===== config.mk =====
export PLATFORM = sky130hd
export DESIGN_NAME = fam_align_mon
export DESIGN_NICKNAME = d
export VERILOG_FILES = /design/src/rtl/fam_pkg.sv /design/src/rtl/fam_shift.sv /design/src/rtl/fam_counter.sv /design/src/rtl/fam_fsm.sv /design/src/rtl/fam_align_mon.sv
export SDC_FILE = /design/constraint.sdc
export NUM_CORES = 1
export LEC_CHECK = 0
export BUFFER_PORTS_ARGS = -buffer_cell sky130_fd_sc_hd__buf_4
export CORE_UTILIZATION = 40
export DETAILED_ROUTE_END_ITERATION = 10
export SETUP_SLACK_MARGIN = 0.2
export SLEW_MARGIN = 20
export SYNTH_ARGS = -nofsm -noshare
export SYNTH_HDL_FRONTEND = slang
export SYNTH_SLANG_ARGS = --single-unit

===== constraint.sdc =====
create_clock -name clk_i -period 3.01 [get_ports clk_i]
set_clock_uncertainty 0.2 [all_clocks]
set_input_delay 0 -clock clk_i [delete_from_list [all_inputs] [get_ports clk_i]]
set_output_delay 0 -clock clk_i [all_outputs]
set_load 0.01 [all_outputs]

===== src/rtl/fam_pkg.sv =====
package fam_pkg;
  typedef enum logic [1:0] {
    ST_IN  = 2'd0,
    ST_EF  = 2'd1,
    ST_SEF = 2'd2,
    ST_OOF = 2'd3
  } fam_state_e;

  localparam logic [15:0] FRAME_WORD = 16'hF628;
endpackage


===== src/rtl/fam_shift.sv =====
module fam_shift #(
  parameter int W = 16
) (
  input  logic         clk_i,
  input  logic         rst_ni,
  input  logic         bit_i,
  output logic [W-1:0] win_o
);
  logic [W-2:0] sh_q;

  assign win_o = {sh_q, bit_i};

  always_ff @(posedge clk_i or negedge rst_ni) begin
    if (!rst_ni) sh_q <= '0;
    else         sh_q <= win_o[W-2:0];
  end
endmodule


===== src/rtl/fam_counter.sv =====
module fam_counter #(
  parameter int BYTES       = 810,
  parameter int IDX_W       = $clog2(BYTES),
  parameter int RELOAD_BYTE = 2
) (
  input  logic             clk_i,
  input  logic             rst_ni,
  input  logic             load_i,
  output logic [IDX_W-1:0] byte_o,
  output logic             last_bit_o,
  output logic             chk_pos_o
);
  localparam logic [IDX_W-1:0] LAST  = IDX_W'(BYTES - 1);
  localparam logic [IDX_W-1:0] RLD   = IDX_W'(RELOAD_BYTE);
  localparam logic [IDX_W-1:0] CHK_B = IDX_W'(RELOAD_BYTE - 1);

  logic [2:0]       bit_q;
  logic [IDX_W-1:0] byte_q;

  always_ff @(posedge clk_i or negedge rst_ni) begin
    if (!rst_ni) begin
      bit_q  <= '0;
      byte_q <= '0;
    end else if (load_i) begin
      bit_q  <= '0;
      byte_q <= RLD;
    end else begin
      bit_q <= bit_q + 3'd1;
      if (bit_q == 3'd7) byte_q <= (byte_q == LAST) ? '0 : byte_q + IDX_W'(1);
    end
  end

  assign byte_o     = byte_q;
  assign last_bit_o = (bit_q == 3'd7);
  assign chk_pos_o  = (bit_q == 3'd7) && (byte_q == CHK_B);

  // a reload puts the next bit at byte 2, bit 0
  a_r5_reload_pos: assert property (@(posedge clk_i) disable iff (!rst_ni)
    load_i |=> (bit_q == 3'd0 && byte_q == RLD));
  // wrap after the last byte of the frame
  a_r4_byte_wrap: assert property (@(posedge clk_i) disable iff (!rst_ni)
    (!load_i && bit_q == 3'd7 && byte_q == LAST) |=> (byte_q == '0));
  a_r4_byte_range: assert property (@(posedge clk_i) disable iff (!rst_ni)
    byte_q <= LAST);
endmodule


===== src/rtl/fam_fsm.sv =====
module fam_fsm
  import fam_pkg::*;
#(
  parameter int IN_CNT  = 2,
  parameter int EF_CNT  = 2,
  parameter int SEF_CNT = 4,
  parameter int OOF_CNT = 24
) (
  input  logic       clk_i,
  input  logic       rst_ni,
  input  logic       match_i,
  input  logic       chk_pos_i,
  output logic       load_o,
  output fam_state_e state_o
);
  localparam int GW = $clog2(IN_CNT + 1);
  localparam int BW = $clog2(OOF_CNT + 1);

  fam_state_e    state_q, state_n;
  logic [GW-1:0] good_q, good_n;
  logic [BW-1:0] bad_q, bad_n;
  logic          hunt, chk_ev;

  // hunt only with no candidate alignment
  assign hunt   = (state_q == ST_OOF) && (good_q == '0);
  assign load_o = hunt && match_i;
  assign chk_ev = hunt ? match_i : chk_pos_i;

  always_comb begin
    state_n = state_q;
    good_n  = good_q;
    bad_n   = bad_q;
    if (chk_ev) begin
      if (match_i) begin
        bad_n  = '0;
        good_n = (good_q == GW'(IN_CNT)) ? good_q : good_q + GW'(1);
        if (good_n >= GW'(IN_CNT)) state_n = ST_IN;
      end else begin
        good_n = '0;
        bad_n  = (bad_q == BW'(OOF_CNT)) ? bad_q : bad_q + BW'(1);
        if (bad_n >= BW'(OOF_CNT))                         state_n = ST_OOF;
        else if (state_q == ST_OOF)                        state_n = ST_OOF;
        else if (bad_n >= BW'(SEF_CNT))                    state_n = ST_SEF;
        else if (bad_n >= BW'(EF_CNT) && state_q == ST_IN) state_n = ST_EF;
      end
    end
  end

  always_ff @(posedge clk_i or negedge rst_ni) begin
    if (!rst_ni) begin
      state_q <= ST_OOF;
      good_q  <= '0;
      bad_q   <= '0;
    end else begin
      state_q <= state_n;
      good_q  <= good_n;
      bad_q   <= bad_n;
    end
  end

  assign state_o = state_q;

  // the valid word completing the run enters in-frame
  a_r7_enter_in: assert property (@(posedge clk_i) disable iff (!rst_ni)
    (chk_ev && match_i && good_q == GW'(IN_CNT - 1)) |=> (state_q == ST_IN));
  // the invalid word completing the run enters out-of-frame
  a_r10_enter_oof: assert property (@(posedge clk_i) disable iff (!rst_ni)
    (chk_ev && !match_i && bad_q == BW'(OOF_CNT - 1)) |=> (state_q == ST_OOF));
  // an invalid word never leaves out-of-frame
  a_r8_oof_holds: assert property (@(posedge clk_i) disable iff (!rst_ni)
    (state_q == ST_OOF && chk_ev && !match_i) |=> (state_q == ST_OOF && good_q == '0));
  // the state moves only on a framing check
  a_r6_state_stable: assert property (@(posedge clk_i) disable iff (!rst_ni)
    !chk_ev |=> $stable(state_q));
endmodule


===== src/rtl/fam_align_mon.sv =====
module fam_align_mon
  import fam_pkg::*;
#(
  parameter int BYTES_PER_FRAME = 810,
  parameter int IDX_W           = $clog2(BYTES_PER_FRAME),
  parameter int IN_CNT          = 2,
  parameter int EF_CNT          = 2,
  parameter int SEF_CNT         = 4,
  parameter int OOF_CNT         = 24
) (
  input  logic             clk_i,
  input  logic             rst_ni,
  input  logic             bit_i,
  output logic [7:0]       byte_o,
  output logic             byte_vld_o,
  output logic [IDX_W-1:0] byte_idx_o,
  output logic             in_frame_o,
  output logic             ef_o,
  output logic             sef_o,
  output logic             oof_o
);
  localparam int WIN_W = $bits(FRAME_WORD);

  logic [WIN_W-1:0] win;
  logic [IDX_W-1:0] byte_cnt;
  logic             last_bit, chk_pos, match, load;
  fam_state_e       state;

  fam_shift #(.W(WIN_W)) u_shift (
    .clk_i (clk_i),
    .rst_ni(rst_ni),
    .bit_i (bit_i),
    .win_o (win)
  );

  fam_counter #(
    .BYTES      (BYTES_PER_FRAME),
    .IDX_W      (IDX_W),
    .RELOAD_BYTE(WIN_W / 8)
  ) u_cnt (
    .clk_i     (clk_i),
    .rst_ni    (rst_ni),
    .load_i    (load),
    .byte_o    (byte_cnt),
    .last_bit_o(last_bit),
    .chk_pos_o (chk_pos)
  );

  assign match = (win == FRAME_WORD);

  fam_fsm #(
    .IN_CNT (IN_CNT),
    .EF_CNT (EF_CNT),
    .SEF_CNT(SEF_CNT),
    .OOF_CNT(OOF_CNT)
  ) u_fsm (
    .clk_i    (clk_i),
    .rst_ni   (rst_ni),
    .match_i  (match),
    .chk_pos_i(chk_pos),
    .load_o   (load),
    .state_o  (state)
  );

  always_ff @(posedge clk_i or negedge rst_ni) begin
    if (!rst_ni) begin
      byte_vld_o <= 1'b0;
      byte_o     <= '0;
      byte_idx_o <= '0;
    end else begin
      byte_vld_o <= last_bit;
      if (last_bit) begin
        byte_o     <= win[7:0];
        byte_idx_o <= byte_cnt;
      end
    end
  end

  assign in_frame_o = (state == ST_IN);
  assign ef_o       = (state == ST_EF);
  assign sef_o      = (state == ST_SEF);
  assign oof_o      = (state == ST_OOF);


  a_r2_one_flag: assert property (@(posedge clk_i) disable iff (!rst_ni)
    $countones({in_frame_o, ef_o, sef_o, oof_o}) == 1);

  a_r3_strobe_pulse: assert property (@(posedge clk_i) disable iff (!rst_ni)
    byte_vld_o |=> !byte_vld_o);
  // no realignment outside out-of-frame
  a_r6_no_relock: assert property (@(posedge clk_i) disable iff (!rst_ni)
    !oof_o |-> !load);
endmodule


==> impl_metrics.ini, run 1 <==
[finish]
final_common_cell = dfrtp_1
multi_input_area_mm2 = 0.00103
seqCellArea_mm2 = 0.00140
syn_to_final_growth_pct = 12.0
drive_gt1_share_pct = 25.4
final_cell_mix = dfrtp_1, buf_4, nand2_1
fillCellCount = 607
nets = 265
antenna_cells = 0
fin_util_pct = 46.2
fin_cells = 333

[sta]
fmax_mhz = 396
hold_viol = 0
finalSetupViolations = 0
worst_pin_slew_ps = 701
period_share_pct = 83.9
layout_min_cycle_time_ps = 2520
whs_ps = 74.6
slew_headroom_pct = 53.2
rsz0062_at_grt = no
timing.setup.tns_ps = 0
report.final.slew_viol_count = 0
worst_slack_ps = 486

[worst_setup_path]
crit_arrival_ps = 2510
cp-end-kind = flop
critPathTopFamily = simple AND/OR/NAND/NOR gates
critPathBufInv = 1
critPathKind = flop to flop
slowest_delay_ps = 610
crit_chain = inv_1, ha_1, or3b_4, or4_4, a21boi_0, o21ai_0, o31ai_1
start_kind = flop
crit_slowest_cell = or4_4
cp.required_ps = 2990
cp_max_fo = 12

[detailed_routing]
route.detailed.drc = 0
dr.pass1.iters = 4
route.vias.total = 1727
drt_iter0_markers = 98
ant_nets = 0
postRouteWirelength_um = 4500
wire_per_inst_um = 13.5
vias_per_cell = 5.19

[synth]
yosysSeqAreaShare_pct = 53.9
synth_edf_count = 0
synthArstFlopShare_pct = 100
syn_area_mm2 = 0.00260
ys.flop_type = dfrtp_1
synthCells = 232
syn_nets = 242
yosys_register_bits = 56
yosysWarnings = 0
avgSynthCellArea_um2 = 11.2
yosysUniqueCellTypes = 51

[floorplanning]
io_pins = 26
rows = 29
core_region_area_mm2 = 0.00631
die_h_um = 82.7
die_x_um = 82.7
fp.dieArea_mm2 = 0.00684
start_util_pct = 41.2

[power_and_ir_drop]
netSwitchingFraction_pct = 21.4
seqPwrFrac_pct = 59.4
p_int_mw = 1.05
irDropWorstVdd_mv = 0.302
pwr-share-clk_pct = 36.1
p_leak_nw = 1.26
powerDensity_mw_per_mm2 = 457
p_sw_uw = 285
combPwrFrac_pct = 4.6

[cts]
clk_path_buf_depth = 2
cts_sinks = 56
cts-buffers-inserted = 5
cts_root_buffer = clkbuf_8
htreeDepth = 2
cts_resized = 0
clock_latency_ps = 300
cts_tree = done
clk_pin_slew_worst_paths_ps = 100

[worst_hold_path]
hold_class = primary input to asynchronous set/reset pin

[global_route]
antenna_found_initial = 0
grt_max_degree = 57
overflow = 0
track_usage_pct = 14.4
grt_pass1_wl_um = 7460
grt_pass1_vias = 1588

[run_status]
outcome = finished, final reports clean

[place]
dp_slack_ps = 478
dp.cells = 323
port_buffers = 25
gp_congestion = 0.765
dp_hpwl_um = 3010

[flow_run]
drv_cap = 0
==> layer usage <==
layer / global-route usage (%) / wire (um)
met1: 21.7 / 2400
met2: 20.2 / 1900
met3: 3.30 / 157
met4: 4.66 / 50
met5: 0 / 0
==> power groups by stage <==
stage | Clock, mW | Sequential (mW) | Combinational [mW]
after floorplan | 0 | 0.803 | 0.0296
after global placement | 0 | 0.806 | 0.0602
after detailed placement | 0 | 0.806 | 0.0603
after CTS | 0.502 | 0.792 | 0.0630
after global routing | 0.527 | 0.795 | 0.0696
final | 0.481 | 0.791 | 0.0609
==> cell usage after synthesis, drive strengths merged, types with 2 or more instances <==
cell type   n  share of area [%]
nand2      21                3.0
nor4        4                1.5
nor3b       2               0.58
a2bb2oi     2               0.67
a31oi       2               0.48
mux2       16                6.9
inv        13                1.9
dfrtp      54                 52
clkbuf      8                2.7
and2        2               0.48
or4         4                1.3
nand4       5                1.2
nand2b      2               0.48
dfstp       2                2.0
buf         6                2.1
or3b        2               0.86
o31ai       3               0.86
nor2       12                1.8
nand3       9                1.7
a21oi       7                1.3
o21ai      19                3.7
nor2b       4               0.96
ha          7                3.4
and3        2               0.58
nor3        7                1.5
==> sequential cells by signal (all words and copies together) (netlist names) <==
name and cells:
byte_idx_o 10, byte_o 8, byte_vld_o 1, u_cnt.bit_q 3, u_cnt.byte_o 10, u_fsm.bad_q 5, u_fsm.good_q 2, u_fsm.state_o 2
u_shift.sh_q 15
==> logic make-up (layout without fill, tap and decap cells) <==
| family | count (synthesis) | after routing | share of synthesized area (%) |
|---|---|---|---|
| buffers and inverters | 27 | 51 | 6.68 |
| AO/OA/AOI/OAI | 42 | 42 | 10.3 |
| AND/OR/NAND/NOR | 82 | 82 | 18.1 |
| multiplexers | 17 | 17 | 7.30 |
| XOR/XNOR | 1 | 1 | 0.336 |
| adder cells (fa/ha/maj) | 7 | 7 | 3.36 |
| flip-flops | 56 | 56 | 53.9 |
==> per-stage QoR <==
stage | power, mW | cell area, um2
5_1_grt | 1.39 | 2920
6_report | 1.33 | 2920
3_3_place_gp | 0.866 | 2790
2_1_floorplan | 0.833 | 2600
4_1_cts | 1.36 | 2920
3_5_place_dp | 0.866 | 2790
==> layout make-up <==
| type | instances | share of cell area [%] |
|---|---|---|
| Multi-Input combinational cell | 149 | 35.2 |
| Sequential cell | 56 | 48.1 |
| Clock inverter | 3 | 1.46 |
| Clock buffer | 5 | 2.36 |
| Timing Repair Buffer | 30 | 7.89 |
| Inverter | 13 | 1.67 |
| Tap cell | 77 | 3.30 |
==> worst paths after layout <==
check	from	endpoint	slack, ps	cells past startpoint
max in group asynchronous	rst_ni	byte_o[2]	2060	2
hold reg to reg	u_shift.sh_q[11]	u_shift.sh_q[12]	180	0
setup reg to reg	u_cnt.byte_o[1]	u_fsm.bad_q[4]	490	7
hold / removal	rst_ni	byte_idx_o[7]	70	2
min in group clk_i	bit_i	u_shift.sh_q[0]	160	2
setup / recovery	u_cnt.byte_o[1]	u_fsm.bad_q[4]	490	7
==> repair_timing <==
| item | 4_1_cts | 5_1_grt |
|---|---|---|
| hold buffers | 2 | 0 |
| buffers inserted | 0 | 0 |
| hold endpoints to repair | 60 | 0 |
No activity file was read; power rests on OpenSTA's default activity.
==> run 2: changes to the inputs <==
- ABC_AREA: default -> 1
- clock period: 3.01 -> 2.1 ns (I/O delays scaled with it)
==> run 2 against run 1 <==
Compared with the run above:
- combinational power fell by 5.1%
- fmax rose by 47%
- global-route usage is 1.6 points higher
- sequential share of layout area is 2.3 points lower
- die area rose by 1.2%
- total power increased by 36%
- final cell count increased by 23%
- worst hold slack got worse by 4.1 ps
- setup slack got worse by 110 ps
- synthesized cell count is 28% higher
==> impl_metrics.ini, run 2 <==
[finish]
top_register = u_shift.sh_q
fillCellCount = 592
largest_reg_flops = 15
reg_top3 = u_shift.sh_q x15, byte_idx_o x10, u_cnt.byte_o x10
drive_gt1_share_pct = 20.8
final_cell_mix = nand2_1, dfrtp_1, inv_1
final_common_cell = nand2_1
fin_util_pct = 48.2
antenna_cells = 0
nets = 341
syn_to_final_growth_pct = 16.2

[cts]
cts_root_buffer = clkbuf_8
clock_latency_ps = 320
cts_sinks = 56
htreeDepth = 2
clk_pin_slew_worst_paths_ps = 110
cts-buffers-inserted = 5
clk_path_buf_depth = 2
cts_tree = done

[place]
gp_congestion = 0.876
dp_hpwl_um = 3660
port_buffers = 25

[detailed_routing]
ant_nets = 0
wire_per_inst_um = 12.6
postRouteWirelength_um = 5130
dr.pass1.iters = 4
vias_per_cell = 4.77
route.vias.total = 1951
drt_iter0_markers = 100
route.detailed.drc = 0

[synth]
yosysWarnings = 0
syn_nets = 306
yosysSeqAreaShare_pct = 53.3
avgSynthCellArea_um2 = 8.90
synthDominantCellAreaShare_pct = 51.3
yosysMostFrequentCell = nand2_1
synthArstFlopShare_pct = 100
synth_area_leader_cell = dfrtp_1
synth_edf_count = 0
yosys_register_bits = 56
ys.flop_type = dfrtp_1
synth_area_leaders = dfrtp_1, nand2_1, inv_1
syn_area_mm2 = 0.00264
synthTopCellsByCount = nand2_1, dfrtp_1, inv_1
yosysUniqueCellTypes = 32
synthCells = 296

[floorplanning]
fp.dieArea_mm2 = 0.00692
core_region_area_mm2 = 0.00635
start_util_pct = 41.5
die_h_um = 83.2
die_x_um = 83.2
rows = 29
io_pins = 26

[worst_setup_path]
crit_chain = inv_1, ha_1, nand4_2, or2_1, nand2_1, nor2_1, nand2_1, o21ai_0
crit_path_frequent_cell = nand2_1
crit_arrival_ps = 1730
critPathKind = flop to flop
slowest_delay_ps = 410
r2r-start = u_cnt.byte_o[1]
rrSetupSlack_ps = 380
cp-end-kind = flop
r2r-end = u_cnt.byte_o[8]
cp_max_fo = 3
cp.required_ps = 2100
ff2ff_path_depth = 8
startpoint = u_cnt.byte_o[1]
crit_end = u_cnt.byte_o[8]
start_kind = flop
crit_slowest_cell = dfrtp_1

[global_route]
grt_pass1_wl_um = 8890
track_usage_pct = 16.0
overflow = 0
grt_max_degree = 57
antenna_found_initial = 0
grt_pass1_vias = 1941

[sta]
layout_min_cycle_time_ps = 1720
rsz0062_at_grt = no
worst_pin_slew_ps = 702
fmax_mhz = 581
slew_headroom_pct = 53.2
report.final.slew_viol_count = 0
hold_viol = 0
finalSetupViolations = 0
timing.setup.tns_ps = 0
period_share_pct = 82.0

[power_and_ir_drop]
irDropWorstVdd_mv = 0.365
powerDensity_mw_per_mm2 = 594
p_leak_nw = 1.58

[run_status]
outcome = finished, final reports clean

[worst_hold_path]
hold_class = primary input to asynchronous set/reset pin

[flow_run]
drv_cap = 0
[run 2: stage by stage]
stage	setup slack (ps)	instances	area, um2	hold slack, ps	power (mW)
final	379	409	3060	70.5	1.82
after global routing	205	409	3060	124	1.89
after CTS	262	405	3020	95.2	1.85
after detailed placement	294	395	2900	-92.4	1.19
after global placement	316	395	2900	-93.4	1.19
after floorplan	405	296	2640	-496	1.15
[run 2: layout make-up]
class	instances	area, um2	share of cell area, %
clock inverters	3	28.8	0.940
repair buffers	34	260	8.50
well taps	77	96.3	3.15
inverters	45	176	5.76
multi-input cells	189	1030	33.6
clock buffers	5	68.8	2.25
flip-flops and latches	56	1400	45.8
[run 2: critical path: cells and delay by family, from the launching register on]
family                     cells  cell delay [ps]
adders and majority gates      1              220
AOI/OAI and AO/OA              1               80
and+or+nand+nor                5              610
buffers and inverters          1               90
DFF                            1              410
[run 2: cell families (layout without fill, tap and decap cells)]
logic type               count (synthesis)  count (layout)  share of synthesized area [%]
adder cells (fa/ha/maj)                  7               7                           3.32
AND/OR/NAND/NOR                        143             143                           26.4
XOR/XNOR                                 5               5                           1.66
buffers and inverters                   51              87                           8.17
flip-flops                              56              56                           53.3
AO/OA/AOI/OAI                           34              34                           7.17
[run 2: where the power goes]
part / total, mW / internal (mW) / leakage [nW] / switching [mW]
combinational: 0.0578 / 0.0210 / 0.848 / 0.0369
sequential: 1.11 / 1.10 / 0.676 / 0.0139
clock: 0.647 / 0.253 / 0.0511 / 0.394
[run 2: repair_timing]
action	CTS	global route
hold buffers	2	0
resized for setup	0	4
setup endpoints to repair	0	4
setup buffers	0	4
endpoints found under the hold margin	58	0
[run 2: worst min path at each step]
stage                 from             to  cells past startpoint
floorplan           rst_ni  byte_idx_o[0]                      0
global placement    rst_ni      byte_o[6]                      1
detailed placement  rst_ni      byte_o[6]                      1
CTS                 rst_ni      byte_o[5]                      2
global route        rst_ni      byte_o[5]                      2
finish              rst_ni      byte_o[5]                      2
[run 2: layer usage]
| metal | part of all wire [%] | global-route usage, % |
|---|---|---|
| met5 | 0 | 0 |
| met2 | 46 | 25.3 |
| met3 | 3.8 | 3.58 |
| met1 | 49 | 21.7 |
| met4 | 1.4 | 5.49 |
